--- config.mk ---
export PLATFORM = sky130hd
export DESIGN_NAME = e1_bp_interleaver
export DESIGN_NICKNAME = d
export VERILOG_FILES = /design/src/rtl/e1il_pkg.sv /design/src/rtl/e1il_frame_ctr.sv /design/src/rtl/e1il_mux.sv /design/src/rtl/e1il_demux.sv /design/src/rtl/e1_bp_interleaver.sv
export SDC_FILE = /design/constraint.sdc
export NUM_CORES = 1
export LEC_CHECK = 0
export ABC_AREA = 1
export BUFFER_PORTS_ARGS = -buffer_cell sky130_fd_sc_hd__buf_4
export CORE_MARGIN = 8
export CORE_UTILIZATION = 50
export DETAILED_ROUTE_END_ITERATION = 10
export PLACE_DENSITY = 0.66
export SETUP_SLACK_MARGIN = 0.02
export SLEW_MARGIN = 20
export SYNTH_ARGS = -nofsm -noshare
export SYNTH_HDL_FRONTEND = slang
export SYNTH_HIERARCHICAL = 1
export SYNTH_SLANG_ARGS = --single-unit
--- constraint.sdc ---
create_clock -name clk -period 2 [get_ports clk]
set_input_delay 0.3 -clock clk [delete_from_list [all_inputs] [get_ports clk]]
set_output_delay 0.3 -clock clk [all_outputs]
set_load 0.01 [all_outputs]
--- src/rtl/e1il_pkg.sv ---
package e1il_pkg;

  // Payload channel number of a timeslot: the alignment slot and the
  // signaling slot carry none, later slots close the gap left by the
  // signaling slot.
  function automatic int payload_chan(input int ts, input int sig_ts);
    if (ts == 0 || ts == sig_ts) return 0;
    else if (ts < sig_ts)        return ts;
    else                         return ts - 1;
  endfunction

endpackage

--- src/rtl/e1il_frame_ctr.sv ---
module e1il_frame_ctr #(
  parameter int FRAME_CLKS = 1024,
  parameter int N_SLOT     = 32,
  parameter int SIG_TS     = 16,
  parameter int CCS_LO     = 15,
  parameter int CCS_HI     = 31,
  localparam int CNT_W     = $clog2(FRAME_CLKS),
  localparam int TS_W      = $clog2(N_SLOT)
) (
  input  logic             clk,
  input  logic             rst_n,
  input  logic             fp_i,
  input  logic             ccs_i,
  output logic [CNT_W-1:0] cnt_o,
  output logic             ts0_o,
  output logic             sig_o,
  output logic [TS_W-1:0]  chan_o,
  output logic             slip_o
);
  import e1il_pkg::*;

  localparam logic [CNT_W-1:0] LAST = CNT_W'(FRAME_CLKS - 1);

  logic [CNT_W-1:0] cnt_q, cnt_d;
  logic             seen_q, seen_d;
  logic             slip_q, slip_d;
  logic             at_end;
  logic [TS_W-1:0]  ts;

  always_comb begin
    at_end = (cnt_q == LAST);
    if (fp_i || at_end) cnt_d = '0;
    else                cnt_d = cnt_q + 1'b1;
    seen_d = seen_q | fp_i;
    slip_d = slip_q | (fp_i & seen_q & ~at_end);
  end

  always_ff @(posedge clk or negedge rst_n) begin
    if (!rst_n) begin
      cnt_q  <= '0;
      seen_q <= 1'b0;
      slip_q <= 1'b0;
    end else begin
      cnt_q  <= cnt_d;
      seen_q <= seen_d;
      slip_q <= slip_d;
    end
  end

  always_comb begin
    ts     = cnt_q[CNT_W-1 -: TS_W];
    ts0_o  = (ts == '0);
    sig_o  = (ts == TS_W'(SIG_TS)) ||
             (ccs_i && (ts == TS_W'(CCS_LO) || ts == TS_W'(CCS_HI)));
    chan_o = TS_W'(payload_chan(int'(ts), SIG_TS));
  end

  assign cnt_o  = cnt_q;
  assign slip_o = slip_q;

  assert_realign_R1: assert property (@(posedge clk) disable iff (!rst_n)
    fp_i |=> (cnt_q == '0));
  assert_wrap_R1: assert property (@(posedge clk) disable iff (!rst_n)
    (cnt_q == LAST) |=> (cnt_q == '0));
  assert_slip_sticky_R2: assert property (@(posedge clk) disable iff (!rst_n)
    slip_q |=> slip_q);
  assert_slip_cause_R2: assert property (@(posedge clk) disable iff (!rst_n)
    $rose(slip_q) |-> $past(fp_i && seen_q));
  assert_strobe_excl_R3: assert property (@(posedge clk) disable iff (!rst_n)
    !(ts0_o && sig_o));
  assert_chan_reserved_R5: assert property (@(posedge clk) disable iff (!rst_n)
    ts0_o |-> (chan_o == '0));
endmodule

--- src/rtl/e1il_mux.sv ---
module e1il_mux #(
  parameter int N_LINK    = 4,
  parameter int SLOT_BITS = 8,
  localparam int LK_W     = $clog2(N_LINK),
  localparam int BIT_W    = $clog2(SLOT_BITS),
  localparam int POS_W    = LK_W + BIT_W
) (
  input  logic              clk,
  input  logic              rst_n,
  input  logic [POS_W-1:0]  pos_i,
  input  logic [N_LINK-1:0] line_i,
  output logic              bp_o
);
  localparam logic [LK_W-1:0]  MID_PH  = LK_W'(N_LINK / 2);
  localparam logic [BIT_W-1:0] BIT_MAX = BIT_W'(SLOT_BITS - 1);

  logic [N_LINK-1:0][SLOT_BITS-1:0] cap_q, cap_d;
  logic [N_LINK-1:0][SLOT_BITS-1:0] hold_q, hold_d;
  logic sample_en, xfer_en;

  always_comb begin
    sample_en = (pos_i[LK_W-1:0] == MID_PH);
    xfer_en   = (pos_i == '1);
  end

  for (genvar l = 0; l < N_LINK; l++) begin : g_link
    always_comb begin
      cap_d[l]  = sample_en ? {cap_q[l][SLOT_BITS-2:0], line_i[l]} : cap_q[l];
      hold_d[l] = xfer_en ? cap_q[l] : hold_q[l];
    end
  end

  always_ff @(posedge clk or negedge rst_n) begin
    if (!rst_n) begin
      cap_q  <= '0;
      hold_q <= '0;
    end else begin
      cap_q  <= cap_d;
      hold_q <= hold_d;
    end
  end

  assign bp_o = hold_q[pos_i[POS_W-1 -: LK_W]][BIT_MAX - pos_i[BIT_W-1:0]];

  assert_hold_steady_R7: assert property (@(posedge clk) disable iff (!rst_n)
    (pos_i != '1) |=> $stable(hold_q));
  assert_cap_idle_R6: assert property (@(posedge clk) disable iff (!rst_n)
    (pos_i[LK_W-1:0] != MID_PH) |=> $stable(cap_q));
endmodule

--- src/rtl/e1il_demux.sv ---
module e1il_demux #(
  parameter int N_LINK    = 4,
  parameter int SLOT_BITS = 8,
  localparam int LK_W     = $clog2(N_LINK),
  localparam int BIT_W    = $clog2(SLOT_BITS),
  localparam int POS_W    = LK_W + BIT_W
) (
  input  logic              clk,
  input  logic              rst_n,
  input  logic [POS_W-1:0]  pos_i,
  input  logic              bp_i,
  output logic [N_LINK-1:0] line_o
);
  localparam logic [BIT_W-1:0] BIT_MAX = BIT_W'(SLOT_BITS - 1);

  logic [N_LINK-1:0][SLOT_BITS-1:0] dcap_q, dcap_d;
  logic [N_LINK-1:0][SLOT_BITS-1:0] dhold_q, dhold_d;
  logic [LK_W-1:0]  wr_link;
  logic [BIT_W-1:0] wr_bit;
  logic [BIT_W-1:0] rd_bit;

  always_comb begin
    wr_link = pos_i[POS_W-1 -: LK_W];
    wr_bit  = BIT_MAX - pos_i[BIT_W-1:0];
    rd_bit  = BIT_MAX - pos_i[POS_W-1 -: BIT_W];
    dcap_d  = dcap_q;
    dcap_d[wr_link][wr_bit] = bp_i;
    dhold_d = (pos_i == '1) ? dcap_d : dhold_q;
  end

  always_ff @(posedge clk or negedge rst_n) begin
    if (!rst_n) begin
      dcap_q  <= '0;
      dhold_q <= '0;
    end else begin
      dcap_q  <= dcap_d;
      dhold_q <= dhold_d;
    end
  end

  for (genvar l = 0; l < N_LINK; l++) begin : g_out
    assign line_o[l] = dhold_q[l][rd_bit];
  end

  assert_line_steady_R9: assert property (@(posedge clk) disable iff (!rst_n)
    (pos_i[LK_W-1:0] != '0) |-> $stable(line_o));
  assert_dhold_steady_R8: assert property (@(posedge clk) disable iff (!rst_n)
    (pos_i != '1) |=> $stable(dhold_q));
endmodule

--- src/rtl/e1_bp_interleaver.sv ---
module e1_bp_interleaver #(
  parameter int N_LINK    = 4,
  parameter int SLOT_BITS = 8,
  parameter int N_SLOT    = 32,
  parameter int SIG_TS    = 16,
  parameter int CCS_LO    = 15,
  parameter int CCS_HI    = 31,
  localparam int TS_W     = $clog2(N_SLOT)
) (
  input  logic              clk,
  input  logic              rst_n,
  input  logic              fp_i,
  input  logic              ccs_i,
  input  logic [N_LINK-1:0] line_i,
  input  logic              bp_i,
  output logic              bp_o,
  output logic [N_LINK-1:0] line_o,
  output logic              ts0_o,
  output logic              sig_o,
  output logic [TS_W-1:0]   chan_o,
  output logic              slip_o
);
  localparam int FRAME_CLKS = N_SLOT * SLOT_BITS * N_LINK;
  localparam int CNT_W      = $clog2(FRAME_CLKS);
  localparam int POS_W      = $clog2(N_LINK) + $clog2(SLOT_BITS);

  logic [CNT_W-1:0] cnt;
  logic [POS_W-1:0] pos;

  e1il_frame_ctr #(
    .FRAME_CLKS(FRAME_CLKS), .N_SLOT(N_SLOT), .SIG_TS(SIG_TS),
    .CCS_LO(CCS_LO), .CCS_HI(CCS_HI)
  ) u_ctr (
    .clk(clk), .rst_n(rst_n), .fp_i(fp_i), .ccs_i(ccs_i),
    .cnt_o(cnt), .ts0_o(ts0_o), .sig_o(sig_o), .chan_o(chan_o),
    .slip_o(slip_o)
  );

  assign pos = cnt[POS_W-1:0];

  e1il_mux #(.N_LINK(N_LINK), .SLOT_BITS(SLOT_BITS)) u_mux (
    .clk(clk), .rst_n(rst_n), .pos_i(pos), .line_i(line_i), .bp_o(bp_o)
  );

  e1il_demux #(.N_LINK(N_LINK), .SLOT_BITS(SLOT_BITS)) u_demux (
    .clk(clk), .rst_n(rst_n), .pos_i(pos), .bp_i(bp_i), .line_o(line_o)
  );

  assert_sig_slot_R4: assert property (@(posedge clk) disable iff (!rst_n)
    (sig_o && !ccs_i) |-> (chan_o == '0));
endmodule

==> Yosys cells after proc, flatten, opt, wreduce, memory -nomap -nowiden <==
Cells that the tools add are included.
{ "op_classes": {"addsub": 4, "n_lt_le_gt_ge": 6, "n_eq_ne": 7, "mux": 20, "n_bitwise": 5, "reduce_logical": 9} }
{ "ops": {"columns": ["cell", "n"], "rows": [
  ["bitwise mux 32 bit", 1],
  ["== test 5 bit (second input constant)", 4],
  ["binary-select mux 8 bit (select 2 bit)", 1],
  ["demux 8 bit (select 2 bit)", 1],
  ["two-way mux 8 bit", 2],
  ["binary-select mux 1 bit (select 3 bit)", 5],
  ["adder 10 x 1 -> 10 bit (second input constant)", 1],
  ["== test 10 bit (second input constant)", 1],
  ["logical NOT 5 bit", 2],
  ["two-way mux 10 bit", 1],
  ["two-way mux 5 bit", 2],
  ["< comparator 3 x 4 -> 1 bit (second input constant)", 2],
  ["two-way mux 1 bit", 6],
  ["subtractor 3 bit (first input constant)", 2],
  ["== test 5 x 4 -> 1 bit (second input constant)", 1],
  ["< comparator 5 bit (second input constant)", 1],
  ["subtractor 5 x 1 -> 5 bit (second input constant)", 1],
  ["logical OR 1 bit", 4],
  ["demux 1 bit (select 3 bit)", 1],
  [">= comparator 3 x 1 -> 1 bit (second input constant)", 1],
  ["logical AND 1 bit", 3],
  ["< comparator 2 x 3 -> 1 bit (second input constant)", 1],
  ["AND 1 bit", 2],
  ["== test 2 bit (second input constant)", 1],
  ["other kinds (3)", 4]
]} }
{ "totals": {"ff_bits": 140, "input_bits": 9, "out_inout_bits": 13} }

==> Depth between registers and ports, before layout <==
Gate-level depths: netlist (run 1).
{ "depth": {"ltp_word": 8, "mapped_depth": 11, "mapped_depth_nobuf": 10} }

==> By module <==
Netlist (run 1), hierarchy kept.
{ "modules_own_cells": {"columns": ["mod", "n_inst", "cells_per_inst", "area_per_inst_um2", "seq_area_each_um2"], "rows": [
  ["e1il_demux", 1, 399, 3184.3, 1576.5],
  ["e1il_mux", 1, 344, 2917.8, 1601.5],
  ["e1il_frame_ctr", 1, 94, 700.7, 300.3]
]} }

==> Least setup slack after synthesis (run 1) <==
OpenSTA, ideal clock, no wires.
{ "synth_path": {"path_kind": "register to output", "from": "reg u_ctr.cnt_q[3] (netlist: u_ctr/cnt_o[3])", "to": "out bp_o", "arrival_ns": 1.391, "setup_slack_ns": 0.309, "stages_incl_launch_ff": 12, "path_cell_list": "dfrtp_1 buf_6 inv_4 clkbuf_1 nand2_1 nand3_1 nand3_1 nand2_1 inv_1 nand2_1 nand2_1 nand2_1"} }
{ "synth_between": {"elab_chain_len": 4} }
{ "synth_lines": {"columns": ["element", "line", "text"], "rows": [
  ["start: declaration", "e1il_frame_ctr.sv:24", "logic [CNT_W-1:0] cnt_q, cnt_d;"],
  ["start signal: assignment", "e1il_frame_ctr.sv:44", "cnt_q <= cnt_d;"],
  ["binary-select mux 8 bit (select 2 bit)", "e1il_mux.sv:43", "assign bp_o = hold_q[pos_i[POS_W-1 -: LK_W]][BIT_MAX - pos_i[BIT_W-1:0]];"],
  ["two-way mux 8 bit (not written as such)", "e1il_mux.sv:43", null],
  ["binary-select mux 1 bit (select 3 bit)", "e1il_mux.sv:43", null],
  ["two-way mux 1 bit (not written as such)", "e1il_mux.sv:43", null],
  ["end: declaration", "e1_bp_interleaver.sv:16", "output logic bp_o,"]
]} }
Every way passes these cells. The select of a mux whose other input is x is not followed.

==> Worst setup path in the final report (run 1) <==
{ "layout_path": {"from": "reg u_ctr.cnt_q[3] (netlist: u_ctr/cnt_o[3])", "to": "out line_o[1]"} }
{ "layout_between": {"elab_chain_len": 3} }
{ "layout_lines": {"columns": ["element", "line", "text"], "rows": [
  ["subtractor 3 bit", "e1il_demux.sv:25", "rd_bit = BIT_MAX - pos_i[POS_W-1 -: BIT_W];"],
  ["binary-select mux 1 bit (select 3 bit)", "e1il_demux.sv:42", "assign line_o[l] = dhold_q[l][rd_bit];"],
  ["two-way mux 1 bit (not written as such)", "e1il_demux.sv:42", null],
  ["end: declaration", "e1_bp_interleaver.sv:17", "output logic [N_LINK-1:0] line_o,"]
]} }
Every way passes these cells. The select of a mux whose other input is x is not followed.

==> impl_metrics.csv, run 1 <==
group,metric,value,unit
synth,synth.yosys.seq_area_share,0.511,
die,die-area,17600,um2
global_route,grt_start_max_net_pins,54,
power_and_ir_drop,total_power,7.24,mW
setup_path,crit_top_cell,"buf_4",
layout,filler_cell_count,1140,
timing,timing.setup.tns,-0.567,ns
synth,ys_seq_elements,139,
clocking,ctsLongestPathBuffers,2,
detailed_routing,post-route-drc-count,0,
place,number_of_buffers_inserted_by_port_buffering,21,
timing,relSlewSlack,0.584,
detailed_routing,routed.top_layer,"met4",
timing,achievable-frequency,0.468,GHz
synth,synth_area_per_cell,8.13,um2
die,design.portCount,22,
detailed_routing,m1WireLength,7530,um
timing,fin_crit_sh,1.07,
timing,timing.final.setup_violations,5,
detailed_routing,met3WireLength,901,um
setup_path,cp_num_buf_inv,4,
layout,final_layout_size_suffix_gt1_frac,0.196,
status,status,"finished, violations left",
detailed_routing,drtAntennaViolNets,0,
setup_path,critical_path.top_delay_family,"buffers and inverters",
detailed_routing,initialDrtViolationCount,521,
detailed_routing,detail_route.first_pass.iterations,8,
clocking,clk_pin_slew,0.06,ns
clocking,ctsRootBufferMaster,"clkbuf_16",
setup_path,critical_path_peak_fanout,8,
timing,maximum_clock_skew_at_final_layout,0.00540,ns
clocking,cts_bufs_inserted,17,
timing,final_report_hold_violation_count,0,
synth,synth_ff_type,"dfrtp_1",
place,post-dp-hpwl,9760,um
setup_path,critPathKind,"reg -> out",
synth,post_synth_edffs,0,
synth,syn-num-nets,849,
synth,netlist_area,6800,um2
hold_path,hold_class,"in -> reg",
layout,multiInputGateArea,2860,um2
setup_path,end_kind,"output port",
clocking,worst_skew_pair.late_latency,0.42,ns
status,failed_checks,"negative setup slack",
global_route,grt_pass1_wl,27100,um
timing,rsz0062_at_grt,"true",
setup_path,critical_path_cell_with_the_highest_stage_delay,"dfrtp_4",
detailed_routing,wire_per_inst,15.0,um
power_and_ir_drop,p_leak,3.98,nW
die,initial_core_util,0.514,
setup_path,timing.critical_path.slowest_cell_delay,0.52,ns
die,die-width,133,um
timing,setup_ws,-0.135,ns
global_route,gr-usage-all-layers,0.188,
timing,finalCriticalPeriod,2.14,ns
setup_path,critical_path_source_type,"flip-flop",
layout,layout_common_cells,"269 x nand2_1, 133 x dfrtp_1, 89 x inv_1",
setup_path,wp_data_required,1.70,ns
clocking,total_number_of_clock_tree_sinks,139,
synth,netlist-cell-type-count,31,
setup_path,timing.critical_path.arrival,1.84,ns
detailed_routing,detailed_route_via_count,5669,
detailed_routing,routed_via_density,5.27,
layout,fin_nets,898,
setup_path,timing.critical_path.cells,"buf_8, buf_4, nor2_4, buf_6, o211ai_1, nand4_1, buf_4",
clocking,cts_tree,"yes",
flow_run,max_cap_violations,0,
die,coreArea,13200,um2
synth,async_flop_share,1.00,
synth,syn-instance-count,837,
layout,ff_latch_area,3490,um2
layout,diode_insertion_count_for_antenna_repair,0,
global_route,gr-total-overflow,0,
clocking,cts_max_level,4,
die,die_h,133,um
power_and_ir_drop,power_density,888,nW/um2
layout,relative_area_change_from_synthesis_to_final_layout,20.0,%
detailed_routing,drt-total-wl,16100,um
timing,smallest_hold_slack,0.0739,ns
synth,synth_warnings,6,
place,gp_congestion,0.804,
power_and_ir_drop,vdd_drop_max,0.591,mV
timing,timing_worst_slew_pin_value,0.623,ns
layout,layout_commonest_cell,"nand2_1",
timing,timing_max_transition_violations_final,0,
global_route,antenna_found_initial,0,
global_route,grt_pass1_vias,5552,
die,floorplan.rows,42,
detailed_routing,route.met2.wl,7410,um
-- worst reg2reg max path: stages (launching register included) --
cell and delay, ns:
dfrtp_2 0.50, buf_4 0.25, inv_1 0.49, nand4_1 0.21, and2_1 0.20
-- where the power goes --
part | internal, mW | switching, mW | leakage, nW
registers | 3.17 | 0.242 | 1.70
logic | 0.246 | 0.417 | 1.97
clock network | 2.02 | 1.15 | 0.303
-- cells by family (layout without fill, tap and decap cells) --
logic type      count (synthesis)  after routing  share of synthesized area
compound gates                 78             78                     0.0811
xor+xnor                        3              3                    0.00386
flops                         139            139                      0.511
simple gates                  480            480                      0.308
buf+inv                       134            196                     0.0905
fa+ha+maj                       3              3                    0.00552
-- registers in the layout (all words and copies together) (netlist names) --
name             flops
u_ctr/seen_q         1
u_mux/hold_q        32
u_ctr/cnt_o         10
u_demux/dcap_q      31
u_demux/dhold_q     32
u_ctr/slip_o         1
u_mux/cap_q         32
-- metal layers --
layer	vias up	track usage
met5	-	0
met4	0	0.0713
met3	22	0.0401
met2	182	0.285
met1	2718	0.259
li1	2747	-
-- Yosys cell counts (all sizes together) (3+ instances only) --
master,number,share of area
nand2,282,0.16
dfrtp,139,0.51
inv,96,0.053
nand3,96,0.071
o21ai,53,0.055
nor2,52,0.032
and2,31,0.029
buf,25,0.030
nand4,14,0.013
clkbuf,13,0.0074
o21bai,11,0.012
o211ai,9,0.0099
a21oi,4,0.0029
ha,3,0.0055
-- worst paths after layout --
| path | start | endpoint | depth (start not counted) | slack [ns] |
|---|---|---|---|---|
| setup / recovery | u_ctr/cnt_o[3] | line_o[1] | 7 | -0.14 |
| setup reg to reg | u_ctr/cnt_o[0] | u_demux/dcap_q[7] | 4 | 0.23 |
| min in group asynchronous | rst_n | u_mux/cap_q[1] | 2 | 0.35 |
| hold reg to reg | u_ctr/slip_o | u_ctr/slip_o | 2 | 0.47 |
| max in group asynchronous | rst_n | u_demux/dcap_q[14] | 3 | 1.03 |
| hold / removal | line_i[3] | u_mux/cap_q[24] | 3 | 0.07 |
-- through the flow --
step,instance area [um2],util,instances,setup WS [ns]
after detailed placement,7160,0.541,1021,0.141
after global routing,8160,0.616,1075,-0.205
final,8160,0.616,1075,-0.135
after global placement,7160,0.541,1021,0.171
after floorplan,6800,-,837,0.309
after CTS,7980,0.603,1065,-0.117
-- timing repair --
item,CTS,global route
pin swaps,7,21
hold buffers,1,0
resized for setup,36,27
setup buffers,10,9
hold endpoints to repair,36,0
cloned,1,2
endpoints found under the setup margin,10,10
-- layout make-up --
class / instances / area share
tap: 176 / 0.0270
inverter: 96 / 0.0463
timing repair buffer: 66 / 0.0727
sequential: 139 / 0.427
multi-input combinational: 564 / 0.351
clock buffer: 25 / 0.0632
clock inverter: 7 / 0.0104
timing repair inverter: 2 / 0.00215
Note: power is estimated with default switching activity, not from simulation.
==> run 2, diff against run 1 <==
--- a/config.mk
+++ b/config.mk
@@ -7,10 +7,13 @@
 export LEC_CHECK = 0
 export ABC_AREA = 1
 export BUFFER_PORTS_ARGS = -buffer_cell sky130_fd_sc_hd__buf_4
+export CORE_ASPECT_RATIO = 1.5
 export CORE_MARGIN = 8
 export CORE_UTILIZATION = 50
+export CTS_CLUSTER_SIZE = 14
 export DETAILED_ROUTE_END_ITERATION = 10
 export PLACE_DENSITY = 0.66
+export RECOVER_POWER = 50
 export SETUP_SLACK_MARGIN = 0.02
 export SLEW_MARGIN = 20
 export SYNTH_ARGS = -nofsm -noshare
==> run 2 against run 1 <==
Effect of this change:
- sequential share of layout area up 0.52 points
- the run still ends with negative setup slack left
- routed wire length down 1.1%
- worst hold slack better by 0.015 ns
- cell area down 1.2%
- via count down 2.1%
==> impl_metrics.csv, run 2 (synthesis gave the netlist of run 1 again) <==
group,metric,value,unit
setup_path,ff2ff_setup_slack,0.27,ns
power_and_ir_drop,power_frac_seq,0.486,
global_route,gr-total-overflow,0,
setup_path,critical_path_peak_fanout,8,
hold_path,worstHoldPathCells,3,
timing,setup_ws,-0.0830,ns
die,coreArea,13400,um2
clocking,ctsLongestPathBuffers,2,
timing,final_report_hold_violation_count,0,
clocking,cts_tree,"yes",
power_and_ir_drop,net_switching_power_figure,1.86,mW
clocking,total_number_of_clock_tree_sinks,139,
clocking,clk_pin_slew,0.06,ns
layout,final_layout_size_suffix_gt1_frac,0.189,
place,gp_congestion,0.868,
timing,maximum_clock_skew_at_final_layout,0.00743,ns
place,post-dp-hpwl,10600,um
setup_path,timing.rr.end,"u_demux/dhold_q[5]",
clocking,cts_max_level,4,
setup_path,timing.critical_path.arrival,1.78,ns
hold_path,whs_endpoint,"u_mux/cap_q[8]",
timing,timing_worst_slew_pin_value,1.44,ns
global_route,grt_pass1_vias,5746,
timing,achievable-frequency,0.480,GHz
timing,timing.final.setup_violations,4,
setup_path,end_kind,"output port",
power_and_ir_drop,clock_power_share,0.420,
setup_path,timing.critical_path.cells,"clkbuf_16, nand2_1, nand3_2, nand3_1, nand2_1, inv_1, nand2_1, nand2_1, nand2_2, buf_6",
status,status,"finished, violations left",
setup_path,critical_path_cell_with_the_highest_stage_delay,"dfrtp_2",
clocking,cts_bufs_inserted,17,
layout,finalCoreUtilization,0.602,
global_route,grt_pass1_wl,27100,um
die,die_h,159,um
place,placement.setup.worst_slack,0.0608,ns
detailed_routing,drt-total-wl,15900,um
timing,timing_max_transition_violations_final,0,
layout,filler_cell_count,1180,
power_and_ir_drop,power_density,868,nW/um2
detailed_routing,drtAntennaViolNets,0,
timing,relSlewSlack,0.0407,
detailed_routing,wire_per_inst,15.1,um
power_and_ir_drop,p_int,5.13,mW
setup_path,critPathKind,"reg -> out",
layout,layout_common_cells,"273 x nand2_1, 131 x dfrtp_1, 89 x inv_1",
timing,finalCriticalPeriod,2.08,ns
die,die-area,17700,um2
power_and_ir_drop,total_power,7.00,mW
layout,diode_insertion_count_for_antenna_repair,0,
die,design.portCount,22,
detailed_routing,initialDrtViolationCount,311,
setup_path,crit_top_cell,"nand2_1",
detailed_routing,detail_route.first_pass.iterations,5,
detailed_routing,routed_via_density,5.25,
status,failed_checks,"negative setup slack",
setup_path,number_of_cell_instances_on_the_worst_register_to_register_path,6,
die,die-width,111,um
power_and_ir_drop,p_leak,3.91,nW
hold_path,hold_class,"in -> reg",
flow_run,max_cap_violations,0,
timing,fin_crit_sh,1.04,
clocking,ctsRootBufferMaster,"clkbuf_16",
setup_path,timing.critical_path.slowest_cell_delay,0.49,ns
setup_path,wp_data_required,1.70,ns
die,floorplan.rows,52,
power_and_ir_drop,combinationalPowerShare,0.094,
setup_path,critical_path_source_type,"flip-flop",
power_and_ir_drop,vdd_drop_max,0.495,mV
timing,rsz0062_at_grt,"true",
layout,relative_area_change_from_synthesis_to_final_layout,18.5,%
setup_path,rr_startpoint,"u_ctr/cnt_o[2]",
place,number_of_buffers_inserted_by_port_buffering,21,
hold_path,hold_path_startpoint,"line_i[1]",
clocking,worst_skew_pair.late_latency,0.42,ns
detailed_routing,detailed_route_via_count,5551,
detailed_routing,post-route-drc-count,0,
layout,layout_commonest_cell,"nand2_1",
global_route,grt_start_max_net_pins,56,
timing,timing.setup.tns,-0.243,ns
die,initial_core_util,0.508,
global_route,antenna_found_initial,0,
power_and_ir_drop,switching_power_as_a_share_of_total_power,0.266,
global_route,gr-usage-all-layers,0.185,
layout,top_regs,"u_demux/dhold_q: 32 flops, u_mux/cap_q: 32 flops, u_mux/hold_q: 32 flops",
layout,fin_nets,895,
-- run 2: cell types whose count changed in the layout (fill, tap and decap cells not counted), sizes merged --
cell      before  now
clkinvlp       0    3
clkinv         6    7
bufinv         2    1
inv           97   98
buf           65   58
-- run 2: stage by stage --
step           instances  cell area (um2)  hold WS, ns
6_report            1058             8060       0.0893
5_1_grt             1058             8060       0.0754
4_1_cts             1056             7950       0.0753
3_5_place_dp        1009             7190        0.301
3_3_place_gp        1009             7190        0.292
2_1_floorplan        837             6800      0.00441
-- run 2: routing by layer --
metal	track usage	wire length [um]	up-vias	share of wire
met4	0.0968	582	0	0.037
met3	0.0351	432	38	0.027
met5	0	0	-	0
li1	-	-	2741	-
met1	0.200	6350	2657	0.40
met2	0.331	8560	115	0.54
-- run 2: critical path: cells and delay by family, from the launching register on --
| family | cells | cell delay, ns |
|---|---|---|
| buffers and inverters | 3 | 0.37 |
| DFF | 1 | 0.49 |
| and+or+nand+nor | 7 | 0.52 |
-- run 2: worst max-delay path by stage --
stage / start / end / slack (ns) / depth (start not counted)
final: u_ctr/cnt_o[3] / bp_o / -0.08 / 10
after global routing: u_ctr/cnt_o[3] / bp_o / -0.17 / 10
after CTS: u_ctr/cnt_o[3] / bp_o / -0.05 / 11
after detailed placement: u_ctr/cnt_o[3] / bp_o / 0.06 / 10
after global placement: u_ctr/cnt_o[3] / bp_o / 0.05 / 11
after floorplan: u_ctr/cnt_o[3] / bp_o / 0.31 / 11
-- run 2: power groups by stage --
stage / clock, mW / sequential, mW / combinational [mW]
floorplan: 0 / 3.38 / 0.442
global placement: 0 / 3.44 / 0.623
detailed placement: 0 / 3.45 / 0.651
CTS: 3.00 / 3.41 / 0.664
global route: 3.13 / 3.45 / 0.770
finish: 2.94 / 3.40 / 0.655
-- run 2: cell type report --
class | count | area [um2] | area share
Clock buffer | 19 | 433 | 0.0537
Clock inverter | 13 | 120 | 0.0149
Inverter | 96 | 368 | 0.0456
Multi-Input combinational cell | 564 | 2840 | 0.352
Sequential cell | 139 | 3490 | 0.433
Tap cell | 162 | 203 | 0.0251
Timing Repair Buffer | 65 | 611 | 0.0757
-- run 2: what timing repair did --
action | CTS | global route
pin swaps | 8 | 10
gates cloned | 0 | 1
setup endpoints to repair | 10 | 11
resized for setup | 25 | 29
hold buffers | 1 | 0
buffers inserted | 14 | 1
endpoints found under the hold margin | 50 | 0
==> run 3, diff against run 2 <==
==> constraint.sdc (replaced) <==
create_clock -name clk -period 2.1 [get_ports clk]
set_input_delay 0.315 -clock clk [delete_from_list [all_inputs] [get_ports clk]]
set_output_delay 0.315 -clock clk [all_outputs]
set_load 0.01 [all_outputs]
==> run 3 against run 2 <==
Effect of this change:
- the flow now finishes without violations
- sequential power down 5%
- clock-buffer cell count up 3
- first-iteration DRC count down 20%
- largest cell class unchanged
==> impl_metrics.csv, run 3 (synthesis gave the netlist of run 1 again) <==
group,metric,value,unit
layout,finalCoreUtilization,0.601,
timing,finalCriticalPeriod,2.05,ns
detailed_routing,drtAntennaViolNets,0,
layout,layout_common_cells,"271 x nand2_1, 133 x dfrtp_1, 87 x inv_1",
clocking,total_number_of_clock_tree_sinks,139,
timing,maximum_clock_skew_at_final_layout,0.00941,ns
setup_path,critical_path_cell_with_the_highest_stage_delay,"dfrtp_2",
global_route,antenna_found_initial,0,
detailed_routing,routed_via_density,5.32,
setup_path,critical_path_source_type,"flip-flop",
detailed_routing,initialDrtViolationCount,249,
setup_path,timing.rr.end,"u_demux/dhold_q[12]",
timing,timing_max_transition_violations_final,0,
clocking,cts_tree,"yes",
detailed_routing,detailed_route_via_count,5607,
setup_path,ff2ff_setup_slack,0.31,ns
global_route,gr-usage-all-layers,0.187,
clocking,ctsLongestPathBuffers,2,
power_and_ir_drop,power_density,852,nW/um2
layout,final_layout_size_suffix_gt1_frac,0.187,
die,die-area,17700,um2
detailed_routing,wire_per_inst,15.4,um
layout,top_regs,"u_demux/dhold_q: 32 flops, u_mux/cap_q: 32 flops, u_mux/hold_q: 32 flops",
timing,setup_ws,0.0506,ns
place,number_of_buffers_inserted_by_port_buffering,21,
die,coreArea,13400,um2
power_and_ir_drop,vdd_drop_max,0.555,mV
clocking,clk_pin_slew,0.06,ns
layout,diode_insertion_count_for_antenna_repair,0,
setup_path,wp_data_required,1.78,ns
global_route,gr-total-overflow,0,
layout,final_cell_area,8050,um2
hold_path,hold_path_startpoint,"line_i[2]",
die,initial_core_util,0.508,
layout,layout_commonest_cell,"nand2_1",
timing,relSlewSlack,0.550,
detailed_routing,detail_route.first_pass.iterations,5,
power_and_ir_drop,p_leak,3.90,nW
status,status,"finished clean",
place,gp_congestion,0.859,
timing,rsz0062_at_grt,"true",
global_route,grt_pass1_wl,27200,um
hold_path,hold_class,"in -> reg",
timing,achievable-frequency,0.488,GHz
clocking,worst_skew_pair.late_latency,0.42,ns
layout,relative_area_change_from_synthesis_to_final_layout,18.4,%
setup_path,timing.critical_path.arrival,1.73,ns
setup_path,critPathKind,"reg -> out",
timing,final_report_hold_violation_count,0,
detailed_routing,drt-total-wl,16200,um
place,dp_cells,1005,
flow_run,max_cap_violations,0,
layout,layout.cells.non_filler,1054,
die,die-width,111,um
timing,fin_crit_sh,0.976,
clocking,cts_bufs_inserted,17,
die,design.portCount,22,
clocking,cts_max_level,4,
global_route,grt_pass1_vias,5646,
die,floorplan.rows,52,
place,detailed_place.area,7150,um2
setup_path,timing.critical_path.slowest_cell_delay,0.50,ns
setup_path,cp_num_buf_inv,2,
timing,timing_worst_slew_pin_value,0.676,ns
hold_path,worstHoldPathCells,3,
hold_path,whs_endpoint,"u_mux/cap_q[16]",
setup_path,critical_path.top_delay_family,"simple AND/OR/NAND/NOR gates",
setup_path,number_of_cell_instances_on_the_worst_register_to_register_path,5,
timing,timing.final.setup_violations,0,
die,die_h,159,um
setup_path,timing.critical_path.cells,"clkbuf_16, nand2_1, nand3_1, nand3_1, nand3_1, nand2_1, nand2_1, nand2_2, buf_6",
place,placement.setup.worst_slack,0.176,ns
detailed_routing,post-route-drc-count,0,
place,post-dp-hpwl,11000,um
clocking,ctsRootBufferMaster,"clkbuf_16",
setup_path,end_kind,"output port",
setup_path,rr_startpoint,"u_ctr/cnt_o[0]",
layout,fin_nets,892,
setup_path,critical_path_peak_fanout,8,
global_route,grt_start_max_net_pins,65,
power_and_ir_drop,total_power,6.86,mW
run 3: changes by cell type in the layout (fill, tap and decap cells not counted), moves of 2 or more:
cell      delta
buf_4        +4
dfrtp_1      +2
buf_6        -3
clkinv_2     -2
nand2_1      -2
dfrtp_2      -2
buf_12       -3
clkbuf_8     +4
inv_1        -2
run 3: timing repair:
| item | CTS | global route |
|---|---|---|
| pin swaps | 0 | 14 |
| gates resized for setup | 13 | 39 |
| endpoints found under the hold margin | 56 | 0 |
| buffers inserted | 3 | 13 |
| cloned | 0 | 1 |
| setup endpoints to repair | 10 | 8 |
| hold buffers | 1 | 0 |
run 3: worst reg2reg max path: stages (launching register included):
cell and delay, ns:
dfrtp_2 0.50, nand3_1 0.29, nor2_4 0.34, inv_2 0.31, nand2_1 0.17, nand2_1 0.06
run 3: cell type report:
| type | instances | area (um2) |
|---|---|---|
| clock inverter | 9 | 114 |
| fill | 1192 | 5350 |
| timing repair buffer | 62 | 542 |
| clock buffer | 22 | 484 |
| inverter | 96 | 373 |
| sequential | 139 | 3490 |
| tap | 162 | 203 |
| multi-input combinational | 564 | 2850 |
run 3: worst max path at each step:
stage	slack [ns]	to	depth (start not counted)	startpoint
final	0.05	bp_o	9	u_ctr/cnt_o[3]
after global placement	0.21	bp_o	10	u_ctr/cnt_o[3]
after global routing	-0.03	bp_o	11	u_ctr/cnt_o[3]
after floorplan	0.39	bp_o	11	u_ctr/cnt_o[3]
after detailed placement	0.18	bp_o	10	u_ctr/cnt_o[3]
after CTS	-0.007	bp_o	9	u_ctr/cnt_o[3]
run 3: power breakdown:
part | internal [mW] | total [mW] | switching, mW | leakage, nW
logic | 0.236 | 0.637 | 0.400 | 1.91
clock network | 1.87 | 2.99 | 1.12 | 0.284
registers | 3.02 | 3.24 | 0.222 | 1.70
total | 5.13 | 6.86 | 1.74 | 3.90
run 3: layer usage:
metal	part of all wire	track usage	wire [um]	vias to the layer above
li1	-	-	-	2724
met2	0.55	0.342	8980	164
met5	0	0	0	-
met4	0.027	0.0809	438	0
met1	0.38	0.204	6110	2685
met3	0.042	0.0362	677	34
run 3: per-stage QoR:
stage,TNS [ns],hold WS (ns)
4_1_cts,-0.0126,0.0916
5_1_grt,-0.0690,0.0946
3_3_place_gp,0,0.348
3_5_place_dp,0,0.355
6_report,0,0.102
2_1_floorplan,0,0.0194
